`src/rtl/sbl_pkg.sv`:
```
package sbl_pkg;

    typedef enum logic [0:0] {
        WR_IDLE = 1'b0,
        WR_BUSY = 1'b1
    } wr_state_e;

    typedef enum logic [1:0] {
        CF_NONE = 2'd0,
        CF_ROW  = 2'd1,
        CF_COL  = 2'd2,
        CF_LINE = 2'd3
    } cf_cause_e;

    localparam int unsigned N_CAUSES = 3;

endpackage

```
`src/rtl/sbl_write_fsm.sv`:
```
module sbl_write_fsm #(
    parameter int unsigned ROW_W  = 4,
    parameter int unsigned WORD_W = 2,
    parameter int unsigned DATA_W = 8,
    parameter int unsigned WR_LAT = 5
) (
    input  logic              clk,
    input  logic              rst_n,
    input  logic              req_valid,
    input  logic [ROW_W-1:0]  req_row,
    input  logic [WORD_W-1:0] req_word,
    input  logic [DATA_W-1:0] req_data,
    output logic              req_ready,
    output logic              act_en,
    output logic              act_last,
    output logic [ROW_W-1:0]  act_row,
    output logic [WORD_W-1:0] act_word,
    output logic [DATA_W-1:0] act_data
);
    import sbl_pkg::*;

    localparam int unsigned LC_W = (WR_LAT > 1) ? $clog2(WR_LAT) : 1;
    localparam logic [LC_W-1:0] LC_LOAD = LC_W'(WR_LAT - 1);

    wr_state_e       state_q, state_d;
    logic [LC_W-1:0] lat_q;
    logic            accept;

    assign accept = (state_q == WR_IDLE) && req_valid;

    // state register
    always_ff @(posedge clk) begin
        if (!rst_n) state_q <= WR_IDLE;
        else        state_q <= state_d;
    end

    // transitions: ACCEPT (idle -> busy), RETIRE (busy -> idle)
    always_comb begin
        state_d = state_q;
        unique case (state_q)
            WR_IDLE: if (req_valid)      state_d = WR_BUSY;
            WR_BUSY: if (lat_q == '0)    state_d = WR_IDLE;
            default:                     state_d = WR_IDLE;
        endcase
    end

    // latency counter and captured request
    always_ff @(posedge clk) begin
        if (!rst_n) begin
            lat_q    <= '0;
            act_row  <= '0;
            act_word <= '0;
            act_data <= '0;
        end else if (accept) begin
            lat_q    <= LC_LOAD;
            act_row  <= req_row;
            act_word <= req_word;
            act_data <= req_data;
        end else if (state_q == WR_BUSY && lat_q != '0) begin
            lat_q <= lat_q - LC_W'(1);
        end
    end

    // outputs
    always_comb begin
        req_ready = 1'b0;
        act_en    = 1'b0;
        act_last  = 1'b0;
        unique case (state_q)
            WR_IDLE: req_ready = 1'b1;
            WR_BUSY: begin
                act_en   = 1'b1;
                act_last = (lat_q == '0);
            end
            default: req_ready = 1'b0;
        endcase
    end

endmodule

```
`src/rtl/sbl_conflict_chk.sv`:
```
module sbl_conflict_chk #(
    parameter int unsigned ROW_W   = 4,
    parameter int unsigned WORD_W  = 2,
    parameter int unsigned DIST    = 4,
    parameter bit          PAIR_UP = 1'b1
) (
    input  logic                 w_valid,
    input  logic [ROW_W-1:0]     w_row,
    input  logic [WORD_W-1:0]    w_word,
    input  logic [ROW_W-1:0]     r_row,
    input  logic [WORD_W-1:0]    r_word,
    output sbl_pkg::cf_cause_e   cause
);
    import sbl_pkg::*;

    localparam logic [WORD_W-1:0] LAST_WORD = WORD_W'(DIST - 1);

    logic [WORD_W-1:0] partner;

    generate
        if (PAIR_UP) begin : g_pair_up
            // line joins columns 2j and 2j+1
            assign partner = w_word ^ WORD_W'(1);
        end else begin : g_pair_down
            // line joins columns 2j-1 and 2j, wrapping across groups
            always_comb begin
                if (w_word[0])
                    partner = (w_word == LAST_WORD) ? '0 : w_word + WORD_W'(1);
                else
                    partner = (w_word == '0) ? LAST_WORD : w_word - WORD_W'(1);
            end
        end
    endgenerate

    // lowest-numbered cause wins
    always_comb begin
        cause = CF_NONE;
        if (w_valid) begin
            if (r_row == w_row)        cause = CF_ROW;
            else if (r_word == w_word) cause = CF_COL;
            else if (r_word == partner) cause = CF_LINE;
        end
    end

endmodule

```
`src/rtl/sbl_sat_cnt.sv`:
```
module sbl_sat_cnt #(
    parameter int unsigned W = 16
) (
    input  logic         clk,
    input  logic         rst_n,
    input  logic         inc,
    output logic [W-1:0] count
);
    always_ff @(posedge clk) begin
        if (!rst_n)
            count <= '0;
        else if (inc && count != {W{1'b1}})
            count <= count + W'(1);
    end
endmodule

```
`src/rtl/sbl_rd_pipe.sv`:
```
module sbl_rd_pipe #(
    parameter int unsigned DATA_W = 8,
    parameter int unsigned RD_LAT = 2
) (
    input  logic              clk,
    input  logic              rst_n,
    input  logic              issue,
    input  logic [DATA_W-1:0] din,
    output logic              dval,
    output logic [DATA_W-1:0] dout
);
    logic              v_q [RD_LAT];
    logic [DATA_W-1:0] d_q [RD_LAT];

    always_ff @(posedge clk) begin
        if (!rst_n) begin
            for (int s = 0; s < RD_LAT; s++) begin
                v_q[s] <= 1'b0;
                d_q[s] <= '0;
            end
        end else begin
            v_q[0] <= issue;
            d_q[0] <= din;
            for (int s = 1; s < RD_LAT; s++) begin
                v_q[s] <= v_q[s-1];
                d_q[s] <= d_q[s-1];
            end
        end
    end

    assign dval = v_q[RD_LAT-1];
    assign dout = d_q[RD_LAT-1];
endmodule

```
`src/rtl/sbl_port_arbiter.sv`:
```
module sbl_port_arbiter #(
    parameter int unsigned ROWS    = 16,
    parameter int unsigned DIST    = 4,
    parameter int unsigned DATA_W  = 8,
    parameter int unsigned WR_LAT  = 5,
    parameter int unsigned RD_LAT  = 2,
    parameter bit          PAIR_UP = 1'b1,
    parameter int unsigned CNT_W   = 16
) (
    input  logic                     clk,
    input  logic                     rst_n,
    input  logic                     wr_valid,
    output logic                     wr_ready,
    input  logic [$clog2(ROWS)-1:0]  wr_row,
    input  logic [$clog2(DIST)-1:0]  wr_word,
    input  logic [DATA_W-1:0]        wr_data,
    input  logic                     rd_valid,
    output logic                     rd_ready,
    input  logic [$clog2(ROWS)-1:0]  rd_row,
    input  logic [$clog2(DIST)-1:0]  rd_word,
    output logic                     rd_dval,
    output logic [DATA_W-1:0]        rd_dout,
    output logic                     arr_wr_en,
    output logic                     arr_wr_last,
    output logic [$clog2(ROWS)-1:0]  arr_wr_row,
    output logic [$clog2(DIST)-1:0]  arr_wr_word,
    output logic [DATA_W-1:0]        arr_wr_data,
    output logic                     arr_rd_en,
    output logic [$clog2(ROWS)-1:0]  arr_rd_row,
    output logic [$clog2(DIST)-1:0]  arr_rd_word,
    input  logic [DATA_W-1:0]        arr_rd_data,
    output logic [CNT_W-1:0]         cnt_row,
    output logic [CNT_W-1:0]         cnt_col,
    output logic [CNT_W-1:0]         cnt_line
);
    import sbl_pkg::*;

    localparam int unsigned ROW_W  = $clog2(ROWS);
    localparam int unsigned WORD_W = $clog2(DIST);

    // write port state machine
    sbl_write_fsm #(
        .ROW_W (ROW_W),
        .WORD_W(WORD_W),
        .DATA_W(DATA_W),
        .WR_LAT(WR_LAT)
    ) u_wfsm (
        .clk      (clk),
        .rst_n    (rst_n),
        .req_valid(wr_valid),
        .req_row  (wr_row),
        .req_word (wr_word),
        .req_data (wr_data),
        .req_ready(wr_ready),
        .act_en   (arr_wr_en),
        .act_last (arr_wr_last),
        .act_row  (arr_wr_row),
        .act_word (arr_wr_word),
        .act_data (arr_wr_data)
    );

    // compare against the running write, or the one accepted this cycle
    logic              cmp_valid;
    logic [ROW_W-1:0]  cmp_row;
    logic [WORD_W-1:0] cmp_word;
    cf_cause_e         cause;

    assign cmp_valid = arr_wr_en | wr_valid;
    assign cmp_row   = arr_wr_en ? arr_wr_row  : wr_row;
    assign cmp_word  = arr_wr_en ? arr_wr_word : wr_word;

    sbl_conflict_chk #(
        .ROW_W  (ROW_W),
        .WORD_W (WORD_W),
        .DIST   (DIST),
        .PAIR_UP(PAIR_UP)
    ) u_cchk (
        .w_valid(cmp_valid),
        .w_row  (cmp_row),
        .w_word (cmp_word),
        .r_row  (rd_row),
        .r_word (rd_word),
        .cause  (cause)
    );

    assign rd_ready    = (cause == CF_NONE);
    assign arr_rd_en   = rd_valid && rd_ready;
    assign arr_rd_row  = rd_row;
    assign arr_rd_word = rd_word;

    sbl_rd_pipe #(
        .DATA_W(DATA_W),
        .RD_LAT(RD_LAT)
    ) u_rpipe (
        .clk  (clk),
        .rst_n(rst_n),
        .issue(arr_rd_en),
        .din  (arr_rd_data),
        .dval (rd_dval),
        .dout (rd_dout)
    );

    // one stall counter per cause
    logic [CNT_W-1:0] cnt_q [N_CAUSES];

    generate
        for (genvar k = 0; k < N_CAUSES; k++) begin : g_cnt
            sbl_sat_cnt #(.W(CNT_W)) u_cnt (
                .clk  (clk),
                .rst_n(rst_n),
                .inc  (rd_valid && (cause == cf_cause_e'(k + 1))),
                .count(cnt_q[k])
            );
        end
    endgenerate

    assign cnt_row  = cnt_q[0];
    assign cnt_col  = cnt_q[1];
    assign cnt_line = cnt_q[2];

endmodule

```
`config.mk`:
```
export PLATFORM = sky130hd
export DESIGN_NAME = sbl_port_arbiter
export DESIGN_NICKNAME = d
export VERILOG_FILES = /design/src/rtl/sbl_pkg.sv /design/src/rtl/sbl_write_fsm.sv /design/src/rtl/sbl_conflict_chk.sv /design/src/rtl/sbl_sat_cnt.sv /design/src/rtl/sbl_rd_pipe.sv /design/src/rtl/sbl_port_arbiter.sv
export SDC_FILE = /design/constraint.sdc
export NUM_CORES = 1
export LEC_CHECK = 0
export ABC_AREA = 1
export BUFFER_PORTS_ARGS = -buffer_cell sky130_fd_sc_hd__buf_2
export CAP_MARGIN = 20
export CORE_ASPECT_RATIO = 1.25
export CORE_MARGIN = 4
export CORE_UTILIZATION = 58
export CTS_BUF_LIST = sky130_fd_sc_hd__clkbuf_4 sky130_fd_sc_hd__clkbuf_8 sky130_fd_sc_hd__clkbuf_16
export CTS_CLUSTER_DIAMETER = 60
export DETAILED_ROUTE_END_ITERATION = 6
export PLACE_DENSITY = 0.91
export SYNTH_ARGS = -nofsm -noshare
export SYNTH_HDL_FRONTEND = slang
export SYNTH_SLANG_ARGS = --single-unit
```
`constraint.sdc`:
```
create_clock -name clk -period 4.95 [get_ports clk]
set_input_delay 0.2475 -clock clk [delete_from_list [all_inputs] [get_ports clk]]
set_output_delay 0.2475 -clock clk [all_outputs]
set_load 0.005 [all_outputs]
```
==> results.py <==
metrics = {
    "placement": {
        "place_hpwl_um": 7650,
        "finalWeightedCongestion": 0.845,
        "placed_area_mm2": 0.00503,
        "place_inst": 881,
        "portBuffers": 113,
        "place_ws_ns": 2.55,
    },
    "timing": {
        "fmaxAchievable_mhz": 413,
        "report.final.slew_viol_count": 0,
        "rsz0062_at_grt": "no",
        "tightest_slew_ns": 0.888,
        "holdWs_ns": 0.0691,
        "layout_min_cycle_time_ns": 2.42,
        "setup_violations": 0,
        "fin_ws_ns": 2.53,
        "period_share_pct": 48.9,
        "finalClockSkew_ns": 0.00922,
        "finalSetupTns_ns": 0,
        "slew_headroom_pct": 40.6,
        "hold_viol": 0,
    },
    "detailed_routing": {
        "wl_um": 10500,
        "ant_nets": 0,
        "route.detailed.drc": 0,
        "vias_per_cell": 5.08,
        "drt_iter0_drc": 257,
        "vias": 4556,
        "drt-pass1-iter-count": 5,
        "avgRoutedWirePerCell_um": 11.7,
    },
    "global_route": {
        "overflow": 0,
        "grt_pass1_vias": 4204,
        "antenna_found_initial": 0,
        "grt_max_degree": 73,
        "grt_use_total_pct": 23.0,
        "grt_pass1_wl_um": 17600,
    },
    "hold_path": {
        "hold_start": "arr_rd_data[5]",
        "hold_depth": 3,
        "worstHoldPathType": "input pin to register",
        "min_to": "u_rpipe.d_q[0][5]$_SDFF_PN0_",
    },
    "synthesis": {
        "syn_inst": 709,
        "synth_top_cell_by_area": "dfxtp_1",
        "synth_cell_types": 33,
        "ys_warn_count": 0,
        "yosysTopAreaCellShare_pct": 36.7,
        "synth_fp_nets": 746,
        "syn-cell-area_mm2": 0.00459,
        "synth_area_leaders": "dfxtp_1, nand2_1, nor2_1, inv_1, nand3_1",
        "seq_area_frac_synth_pct": 36.7,
        "synth-seq-cells": 84,
        "avgSynthCellArea_um2": 6.47,
    },
    "power": {
        "p_per_area_mw_per_mm2": 271,
        "leakage_nw": 2.75,
        "max-vdd-ir-drop_mv": 0.176,
        "fin_total_pwr_mw": 1.42,
    },
    "cts": {
        "clk_pin_slew_ns": 0.09,
        "numCtsBuffers": 9,
        "cts_root_buf": "clkbuf_8",
        "clk_latency_ns": 0.36,
        "cts_resized": 0,
        "ctsHoldBuffers": 0,
        "clockBufferDepth": 2,
        "cts_tree": "yes",
        "post_cts_buffers": 0,
        "clock_sink_count": 84,
        "cts-htree-levels": 3,
    },
    "critical_path": {
        "reg2reg_from": "u_wfsm.state_q$_SDFF_PN0_",
        "required_ns": 5.25,
        "r2r_cells": 14,
        "path_class": "register to register",
        "cp-start-kind": "register",
        "r2r_slack_ns": 2.53,
        "endpoint_kind": "register",
        "worst_ep_arrival_time_ns": 2.72,
        "rr_endpoint": "g_cnt[1].u_cnt.count[14]$_SDFFE_PN0P_",
        "critPathMaxFanout": 40,
    },
    "layout": {
        "nFillCells": 660,
        "final_cell_mix": "nand2_1, nor2_1, buf_2",
        "fin_nets": 834,
        "finish.instance_area_mm2": 0.00524,
        "num_antenna_cells": 0,
        "finish.utilization_pct": 67.6,
        "final_common_cell": "nand2_1",
        "drive_gt1_share_pct": 19.3,
        "area_growth_pct": 14.2,
        "layout.cells.non_filler": 897,
    },
    "job": {
        "maxCapViolations": 0,
    },
    "die": {
        "core_mm2": 0.00775,
        "row_count": 36,
        "initial_utilization_pct": 59.2,
        "die-area_mm2": 0.00940,
        "io_pins": 114,
        "die_x_um": 87.5,
        "die_y_um": 107,
    },
    "outcome": {
        "status": "completed",
    },
}
layer usage:
metal	part of all wire, %	up-vias	wire (µm)	GRT usage [%]
met4	1.0	0	109	8.22
li1	-	2349	-	-
met2	51	161	5400	42.3
met5	0	-	0	0
met1	40	2036	4250	24.8
met3	7.1	10	743	5.82
worst max-delay path, stage by stage, from the launching register on:
cell and delay [ns]:
dfxtp_1 0.52, inv_2 0.17, nand2_1 0.11, nand2_1 0.05
nand2_1 0.05, nand2_1 0.05, nand2_1 0.06, inv_2 0.06
nand2_4 0.07, nand2_2 0.07, nor2_4 0.68, nand3_1 0.21
nand2_1 0.12, nand2_1 0.05, nor2_1 0.09
cells in the mapped netlist:
master	instances
a21boi_0	1
a21oi_1	11
a21oi_4	1
a31oi_1	5
and2_1	1
buf_1	3
buf_2	2
buf_4	19
buf_6	5
clkbuf_1	8
clkinv_1	1
dfxtp_1	84
ha_1	5
inv_1	112
inv_2	2
nand2_1	173
nand2_2	7
nand2_4	3
nand3_1	57
nand3_4	3
nand3b_1	4
nand4_1	26
nand4_2	1
nor2_1	131
nor2_2	2
nor2_4	2
nor2_8	1
nor3_1	11
o21ai_0	18
o21ai_2	1
or2_2	2
xnor2_1	3
xor2_1	4
layout make-up:
type	count	area [µm²]	share of cell area, %
Multi-Input combinational cell	473	2220	42.5
Sequential cell	84	1680	32.1
Timing Repair Buffer	114	573	10.9
Inverter	115	432	8.24
Clock buffer	10	138	2.63
Tap cell	95	119	2.27
Clock inverter	6	71.3	1.36
flip-flops by register name (all words and copies together) (netlist names):
register / count
g_cnt.u_cnt.count: 48
u_wfsm.act_word: 2
u_wfsm.act_row: 4
u_rpipe.d_q: 16
u_wfsm.lat_q: 3
u_wfsm.act_data: 8
u_rpipe.v_q: 2
u_wfsm.state_q: 1
cells by family after synthesis:
group	after synthesis	synth area share [%]
buffers and inverters	152	14.9
flip-flops	84	36.7
AND/OR/NAND/NOR	424	41.2
adder cells (fa/ha/maj)	5	1.36
XOR/XNOR	7	1.34
AO/OA/AOI/OAI	37	4.56
worst max path at each step:
stage | startpoint | endpoint | slack [ns] | cells past startpoint
after floorplan | g_cnt[1].u_cnt.count[0]$_SDFFE_PN0P_ | g_cnt[1].u_cnt.count[6]$_SDFFE_PN0P_ | 3.23 | 12
after global placement | u_wfsm.state_q$_SDFF_PN0_ | g_cnt[2].u_cnt.count[4]$_SDFFE_PN0P_ | 2.67 | 14
after detailed placement | u_wfsm.state_q$_SDFF_PN0_ | g_cnt[1].u_cnt.count[14]$_SDFFE_PN0P_ | 2.55 | 14
after CTS | u_wfsm.state_q$_SDFF_PN0_ | g_cnt[1].u_cnt.count[14]$_SDFFE_PN0P_ | 2.54 | 14
after global routing | u_wfsm.state_q$_SDFF_PN0_ | g_cnt[1].u_cnt.count[14]$_SDFFE_PN0P_ | 2.15 | 14
final | u_wfsm.state_q$_SDFF_PN0_ | g_cnt[1].u_cnt.count[14]$_SDFFE_PN0P_ | 2.53 | 14
where the power goes:
| group | leakage [nW] | switching [mW] | internal, mW |
|---|---|---|---|
| Combinational | 1.96 | 0.125 | 0.0672 |
| Sequential | 0.685 | 0.0163 | 0.700 |
| Clock | 0.105 | 0.261 | 0.252 |
| Total | 2.75 | 0.402 | 1.02 |
No activity file was read; power rests on OpenSTA's default activity.
